<file path="src/rtl/rdp_pkg.sv">
`timescale 1ns/1ps
package rdp_pkg;
  localparam int unsigned WORD_W     = 64;
  localparam int unsigned SLOT_W     = 16;
  localparam int unsigned CHUNK_W    = 32;
  localparam int unsigned WORD_BYTES = WORD_W / 8;
  localparam int unsigned CNT_W      = $clog2(WORD_BYTES) + 1;
  localparam int unsigned NB_W       = $clog2(CHUNK_W / 8) + 1;

  typedef enum logic [1:0] {
    RES_10  = 2'b00,
    RES_12  = 2'b01,
    RES_14  = 2'b10,
    RES_14X = 2'b11
  } res_e;

  typedef struct packed {
    logic             vld;
    logic             eol;
    logic [CNT_W-1:0] nbytes;
    logic [WORD_W-1:0] data;
  } word_t;
endpackage

</file>
<file path="src/rtl/rdp_reset_sync.sv">
`timescale 1ns/1ps
module rdp_reset_sync #(
  parameter int unsigned STAGES = 2
) (
  input  logic clk,
  input  logic rst_n,
  output logic rst_sync_n
);
  logic [STAGES-1:0] chain_q;

  always_ff @(posedge clk or negedge rst_n) begin
    if (!rst_n) chain_q <= '0;
    else        chain_q <= {chain_q[STAGES-2:0], 1'b1};
  end

  assign rst_sync_n = chain_q[STAGES-1];
endmodule

</file>
<file path="src/rtl/rdp_pair_former.sv">
`timescale 1ns/1ps
// Turns one pixel pair of one row into a 3-byte or 4-byte unit.
module rdp_pair_former
  import rdp_pkg::*;
#(
  parameter int unsigned PACK_W = 12,
  parameter int unsigned LOW_W  = 10,
  parameter int unsigned FULL_W = 14
) (
  input  res_e              mode,
  input  logic [SLOT_W-1:0] pix0,
  input  logic [SLOT_W-1:0] pix1,
  output logic [CHUNK_W-1:0] chunk,
  output logic [NB_W-1:0]    nbytes
);
  localparam int unsigned SHIFT_W  = PACK_W - LOW_W;
  localparam int unsigned PAD_W    = CHUNK_W - 3 * 8;
  localparam logic [SLOT_W-1:0] FULL_MASK = SLOT_W'((32'd1 << FULL_W) - 1);

  logic [SLOT_W-1:0] m0, m1;
  logic [PACK_W-1:0] a, b;

  always_comb begin
    m0 = pix0 & FULL_MASK;
    m1 = pix1 & FULL_MASK;
    a  = '0;
    b  = '0;
    unique case (mode)
      RES_10: begin
        a = {m0[LOW_W-1:0], {SHIFT_W{1'b0}}};
        b = {m1[LOW_W-1:0], {SHIFT_W{1'b0}}};
      end
      RES_12: begin
        a = m0[PACK_W-1:0];
        b = m1[PACK_W-1:0];
      end
      default: begin
        a = '0;
        b = '0;
      end
    endcase

    if (mode == RES_10 || mode == RES_12) begin
      chunk  = {{PAD_W{1'b0}}, b[PACK_W-1:4], b[3:0], a[PACK_W-1:8], a[7:0]};
      nbytes = NB_W'(3);
    end else begin
      chunk  = {m1, m0};
      nbytes = NB_W'(4);
    end
  end
endmodule

</file>
<file path="src/rtl/rdp_lane_packer.sv">
`timescale 1ns/1ps
// Gathers units of one row into 64-bit words; flushes at end of line.
module rdp_lane_packer
  import rdp_pkg::*;
#(
  parameter int unsigned PARITY = 0
) (
  input  logic              clk,
  input  logic              rst_n,
  input  logic              beat_valid,
  input  logic              beat_eol,
  input  logic [CHUNK_W-1:0] chunk,
  input  logic [NB_W-1:0]    nbytes,
  output word_t             out_word,
  output logic              out_par
);
  localparam int unsigned WIDE_W = WORD_W + CHUNK_W;
  localparam int unsigned FILL_W = CNT_W - 1;

  logic [WORD_W-1:0] acc_q, acc_d;
  logic [FILL_W-1:0] fill_q, fill_d;
  word_t             pend_q, pend_d;
  word_t             out_q, out_d;
  word_t             gen_a, gen_b;
  logic [WIDE_W-1:0] wide;
  logic [CNT_W-1:0]  total, rem;
  logic              acc_en;

  // next-state
  always_comb begin
    wide   = {{CHUNK_W{1'b0}}, acc_q} | ({{WORD_W{1'b0}}, chunk} << {fill_q, 3'b000});
    total  = {1'b0, fill_q} + CNT_W'(nbytes);
    rem    = total - CNT_W'(WORD_BYTES);
    gen_a  = '0;
    gen_b  = '0;
    acc_d  = acc_q;
    fill_d = fill_q;
    acc_en = beat_valid;

    if (beat_valid) begin
      if (total >= CNT_W'(WORD_BYTES)) begin
        gen_a.vld    = 1'b1;
        gen_a.nbytes = CNT_W'(WORD_BYTES);
        gen_a.data   = wide[WORD_W-1:0];
        gen_a.eol    = beat_eol && (rem == '0);
        if (beat_eol) begin
          if (rem != '0) begin
            gen_b.vld    = 1'b1;
            gen_b.eol    = 1'b1;
            gen_b.nbytes = rem;
            gen_b.data   = {{(WORD_W-CHUNK_W){1'b0}}, wide[WIDE_W-1:WORD_W]};
          end
          acc_d  = '0;
          fill_d = '0;
        end else begin
          acc_d  = {{(WORD_W-CHUNK_W){1'b0}}, wide[WIDE_W-1:WORD_W]};
          fill_d = rem[FILL_W-1:0];
        end
      end else if (beat_eol) begin
        gen_a.vld    = 1'b1;
        gen_a.eol    = 1'b1;
        gen_a.nbytes = total;
        gen_a.data   = wide[WORD_W-1:0];
        acc_d        = '0;
        fill_d       = '0;
      end else begin
        acc_d  = wide[WORD_W-1:0];
        fill_d = total[FILL_W-1:0];
      end
    end

    // A held remainder always leaves first; a pending slot exists only on
    // the cycle after a line end, when at most one new word can form.
    if (pend_q.vld) begin
      out_d  = pend_q;
      pend_d = gen_a;
    end else begin
      out_d  = gen_a;
      pend_d = gen_b;
    end
  end

  // registers
  always_ff @(posedge clk or negedge rst_n) begin
    if (!rst_n) begin
      acc_q  <= '0;
      fill_q <= '0;
    end else if (acc_en) begin
      acc_q  <= acc_d;
      fill_q <= fill_d;
    end
  end

  always_ff @(posedge clk or negedge rst_n) begin
    if (!rst_n) begin
      pend_q <= '0;
      out_q  <= '0;
    end else begin
      pend_q.vld <= pend_d.vld;
      out_q.vld  <= out_d.vld;
      if (pend_d.vld) begin
        pend_q.eol    <= pend_d.eol;
        pend_q.nbytes <= pend_d.nbytes;
        pend_q.data   <= pend_d.data;
      end
      if (out_d.vld) begin
        out_q.eol    <= out_d.eol;
        out_q.nbytes <= out_d.nbytes;
        out_q.data   <= out_d.data;
      end
    end
  end

  assign out_word = out_q;
  assign out_par  = 1'(PARITY);
endmodule

</file>
<file path="src/rtl/row_deinterleave_packer.sv">
`timescale 1ns/1ps
module row_deinterleave_packer
  import rdp_pkg::*;
#(
  parameter int unsigned SYNC_STAGES = 2
) (
  input  logic              clk,
  input  logic              rst_n,
  input  logic [1:0]        mode,
  input  logic              in_valid,
  input  logic              in_eol,
  input  logic [WORD_W-1:0] in_data,
  output logic              ev_valid,
  output logic              ev_eol,
  output logic [CNT_W-1:0]  ev_bytes,
  output logic [WORD_W-1:0] ev_data,
  output logic              ev_par,
  output logic              od_valid,
  output logic              od_eol,
  output logic [CNT_W-1:0]  od_bytes,
  output logic [WORD_W-1:0] od_data,
  output logic              od_par
);
  localparam int unsigned LANES  = 2;
  localparam int unsigned LANE_W = WORD_W / LANES;

  logic  rst_sync_n;
  res_e  mode_e;
  word_t lane_word [LANES];
  logic  lane_par  [LANES];

  assign mode_e = res_e'(mode);

  rdp_reset_sync #(.STAGES(SYNC_STAGES)) u_rst (
    .clk        (clk),
    .rst_n      (rst_n),
    .rst_sync_n (rst_sync_n)
  );

  for (genvar g = 0; g < LANES; g++) begin : g_lane
    logic [CHUNK_W-1:0] chunk;
    logic [NB_W-1:0]    nbytes;

    rdp_pair_former u_form (
      .mode   (mode_e),
      .pix0   (in_data[g*LANE_W +: SLOT_W]),
      .pix1   (in_data[g*LANE_W+SLOT_W +: SLOT_W]),
      .chunk  (chunk),
      .nbytes (nbytes)
    );

    rdp_lane_packer #(.PARITY(g)) u_pack (
      .clk        (clk),
      .rst_n      (rst_sync_n),
      .beat_valid (in_valid),
      .beat_eol   (in_eol),
      .chunk      (chunk),
      .nbytes     (nbytes),
      .out_word   (lane_word[g]),
      .out_par    (lane_par[g])
    );
  end

  assign ev_valid = lane_word[0].vld;
  assign ev_eol   = lane_word[0].eol;
  assign ev_bytes = lane_word[0].nbytes;
  assign ev_data  = lane_word[0].data;
  assign ev_par   = lane_par[0];
  assign od_valid = lane_word[1].vld;
  assign od_eol   = lane_word[1].eol;
  assign od_bytes = lane_word[1].nbytes;
  assign od_data  = lane_word[1].data;
  assign od_par   = lane_par[1];
endmodule

</file>
<file path="config.mk">
export PLATFORM = sky130hd
export DESIGN_NAME = row_deinterleave_packer
export DESIGN_NICKNAME = d
export VERILOG_FILES = /design/src/rtl/rdp_pkg.sv /design/src/rtl/rdp_reset_sync.sv /design/src/rtl/rdp_pair_former.sv /design/src/rtl/rdp_lane_packer.sv /design/src/rtl/row_deinterleave_packer.sv
export SDC_FILE = /design/constraint.sdc
export NUM_CORES = 1
export LEC_CHECK = 0
export BUFFER_PORTS_ARGS = -buffer_cell sky130_fd_sc_hd__buf_4
export CORE_MARGIN = 2
export CORE_UTILIZATION = 40
export DETAILED_ROUTE_END_ITERATION = 8
export GPL_TIMING_DRIVEN = 1
export RECOVER_POWER = 25
export SETUP_SLACK_MARGIN = 0.1
export SLEW_MARGIN = 0
export SYNTH_ARGS = -nofsm -noshare
export SYNTH_HDL_FRONTEND = slang
export SYNTH_HIERARCHICAL = 1
export SYNTH_SLANG_ARGS = --single-unit
</file>
<file path="constraint.sdc">
create_clock -name clk -period 15.8 [get_ports clk]
set_input_delay 3.16 -clock clk [delete_from_list [all_inputs] [get_ports clk]]
set_output_delay 3.16 -clock clk [all_outputs]
set_load 0.05 [all_outputs]
</file>
==> results.py <==
metrics = {
    "power_and_ir_drop": {
        "power_switching_mw": 1.65,
        "swShare_pct": 39.4,
        "internal_power_mw": 2.54,
        "finalPower_mw": 4.20,
        "powerDensity_nw_per_um2": 167,
        "power.share.sequential_pct": 36.2,
        "power.share.clock_pct": 27.7,
        "p_comb_share_pct": 36.1,
        "p_leak_nw": 10.9,
        "ir_drop_mv": 0.111,
    },
    "route": {
        "wl_per_cell_um": 23.4,
        "drt-initial-drc-count": 1595,
        "drc_errors": 0,
        "post_drt_via_cell_ratio": 6.12,
        "ant_nets": 0,
        "num_vias": 17800,
        "drt_first_pass_iters": 5,
        "routed_wl_um": 67800,
    },
    "final_layout": {
        "nNetsFinal": 2245,
        "n_fill_cell": 5005,
        "drive_above_1_share_pct": 22.2,
        "final_cell_area_um2": 25100,
        "area_growth_pct": 15.1,
        "regArea_um2": 10400,
        "final_core_utilization_pct": 46.6,
        "instances_no_fill": 2903,
        "multi_input_area_um2": 10100,
        "diodes": 0,
    },
    "critical_path": {
        "worstPathArrival_ns": 6.82,
        "worstSetupStartpoint": "mode[1]",
        "path_class": "primary input to flip-flop",
        "crit_fanout": 65,
        "rr_startpoint": "g_lane[1].u_pack/fill_q[2]$_DFFE_PN0P_",
        "cp-end-kind": "flip-flop",
        "crit_path_start_kind": "primary input",
        "required_ns": 16.22,
    },
    "clock_tree": {
        "cts_max_path_buffers": 3,
        "cts.repair.resized": 0,
        "h-tree-depth": 2,
        "clock-sinks": 416,
        "cts_made_buffers": 48,
        "cts_hold_buf": 0,
        "cts_root_buf": "clkbuf_16",
        "cts_tree": "yes",
        "clk_pin_slew_worst_paths_ns": 0.06,
        "clock_latency_ns": 0.60,
        "post_cts_buffers": 0,
    },
    "floorplanning": {
        "die-area_um2": 56400,
        "die-height_um": 237,
        "die_w_um": 237,
        "rows": 85,
        "initial_utilization_pct": 40.5,
        "ios": 212,
        "core-area_um2": 53800,
    },
    "min_path": {
        "min_from": "u_rst/chain_q[0]$_DFF_PN0_",
        "hp-class": "flip-flop to flip-flop",
    },
    "global_routing": {
        "grt_pass1_vias": 17500,
        "globalRoute.totalOverflow": 0,
        "grt_pass1_wl_um": 106000,
        "grt_use_total_pct": 23.9,
        "antenna_found_initial": 0,
        "grt_start_max_net_pins": 162,
    },
    "sta": {
        "fin_crit_sh_pct": 40.5,
        "slew-limit-headroom_pct": -50.9,
        "rsz0062_at_grt": "no",
        "fin_skew_ns": 0.0292,
        "slew_viol_final": 53,
        "fin_setup_tns_ns": 0,
        "layout_setup_ws_ns": 9.40,
        "hold_viol_final": 0,
        "setup_viol": 0,
        "tightestPinTransition_ns": 2.26,
        "worst_hold_slack_ns": 0.353,
        "period_minus_slack_ns": 6.40,
        "fmax_mhz": 156,
    },
    "placed_design": {
        "placed_area_um2": 23400,
        "place_congestion": 0.873,
        "place_ws_ns": 8.87,
        "post-place-cells": 2813,
        "port_buffers": 201,
        "dp_hpwl_um": 43800,
    },
    "synth": {
        "ys_ff_latch": 416,
        "synth_cells": 2085,
        "synth_top_area_cell": "dfrtp_1",
        "synth.top_cell.area_share_pct": 47.8,
        "yosysSeqAreaShare_pct": 47.8,
        "syn-cell-area_um2": 21800,
        "ys_warn_count": 6,
        "syn_avg_cell_area_um2": 10.5,
        "synth_area_leaders": "dfrtp_1, nand2_1, a21oi_1",
        "synth_cell_types": 59,
    },
    "flow_run": {
        "cap_violations": 1,
    },
    "outcome": {
        "status": "complete, but fails checks",
        "violations": "capacitance limit, slew limit",
    },
}
[worst paths after layout]
check	end	slack, ns	cells past startpoint
setup / recovery	g_lane[1].u_pack/out_word[28]$_DFFE_PN0P_	9.40	9
hold / removal	u_rst/chain_q[1]$_DFF_PN0_	0.35	0
setup reg to reg	g_lane[1].u_pack/out_word[28]$_DFFE_PN0P_	12.03	8
hold reg to reg	u_rst/chain_q[1]$_DFF_PN0_	0.35	0
max in group asynchronous	g_lane[0].u_pack/pend_q[69]$_DFF_PN0_	12.46	2
min in group asynchronous	g_lane[1].u_pack/out_word[31]$_DFFE_PN0P_	0.94	0
[metal layers]
metal	track usage, %	vias to the layer above	share of wire (%)
li1	-	7983	-
met1	35.2	9097	46
met2	35.5	585	45
met3	4.76	94	6.6
met4	6.69	0	2.3
met5	0	-	0
[cells by family after synthesis]
family	count (synthesis)	synth area share, %
simple gates	578	13.5
other cells	5	0.0861
buf+inv	266	5.89
compound gates	688	25.7
flops	416	47.8
fa+ha+maj	8	0.528
xor+xnor	4	0.161
mux	120	6.29
[layout by cell type, fill, tap and decap left out, types with 24 or more instances in the layout]
cell	instances
dfrtp_1	414
nand2_1	232
buf_4	225
a21oi_1	164
nor2_1	80
a221o_1	76
o2bb2ai_1	72
mux2_2	70
nand2b_1	66
inv_1	64
a22oi_1	54
a22o_1	50
clkbuf_16	48
nand4_1	48
and3_1	46
o311ai_1	44
o221ai_2	40
a21o_1	34
o21ai_0	34
mux2i_1	32
nor2b_1	26
o221ai_1	24
[final cells by class]
cell class,instances,share of cell area (%)
Tap cell,696,3.47
Multi-Input combinational cell,1405,40.5
Sequential cell,416,41.5
Clock buffer,74,5.70
Timing Repair Buffer,228,6.94
Clock inverter,16,0.878
Inverter,68,1.02
[worst max-delay path, cell delays in order]
cell and delay (ns):
buf_4 0.49, inv_1 0.22, ha_1 0.40, a211o_1 0.29
a21o_1 0.43, buf_4 0.47, and2_2 0.24, buf_4 0.68
o221ai_1 0.23
[power by group through the flow]
stage / Sequential (mW) / Combinational [mW] / Clock [mW]
finish: 1.52 / 1.51 / 1.16
global placement: 1.53 / 1.50 / 0
floorplan: 1.90 / 0.680 / 0
global route: 1.55 / 1.62 / 1.23
CTS: 1.52 / 1.52 / 1.19
detailed placement: 1.54 / 1.51 / 0
[state kept, by name, summed over array words and instances (netlist names)]
name	flops
g_lane.u_pack/out_word	140
g_lane.u_pack/fill_q	6
g_lane.u_pack/pend_q	140
u_rst/chain_q	2
g_lane.u_pack/acc_q	128
[synthesized netlist by cell type, drive strengths merged]
cell and number:
o21ai 52, xor2 2, mux2 88, a21boi 2, o31ai 16, fa 2
and3 46, a221o 76, nor2 82, and2 20, nor3 14, a22o 50
nand3 8, or2 4, nand3b 4, a22oi 54, clkbuf 100, a211o 4
mux2i 32, conb 5, nor2b 26, a221oi 32, o2bb2ai 72, ha 6
nand4bb 4, nand2 232, clkinv 2, xnor2 2, inv 66, o311ai 52
a211oi 10, dfrtp 416, nor3b 16, a21oi 166, o221ai 66, nand4 48
buf 98, a2bb2oi 2, nor4 8, nand2b 66, a21o 34
No activity file was read; power rests on OpenSTA's default activity.
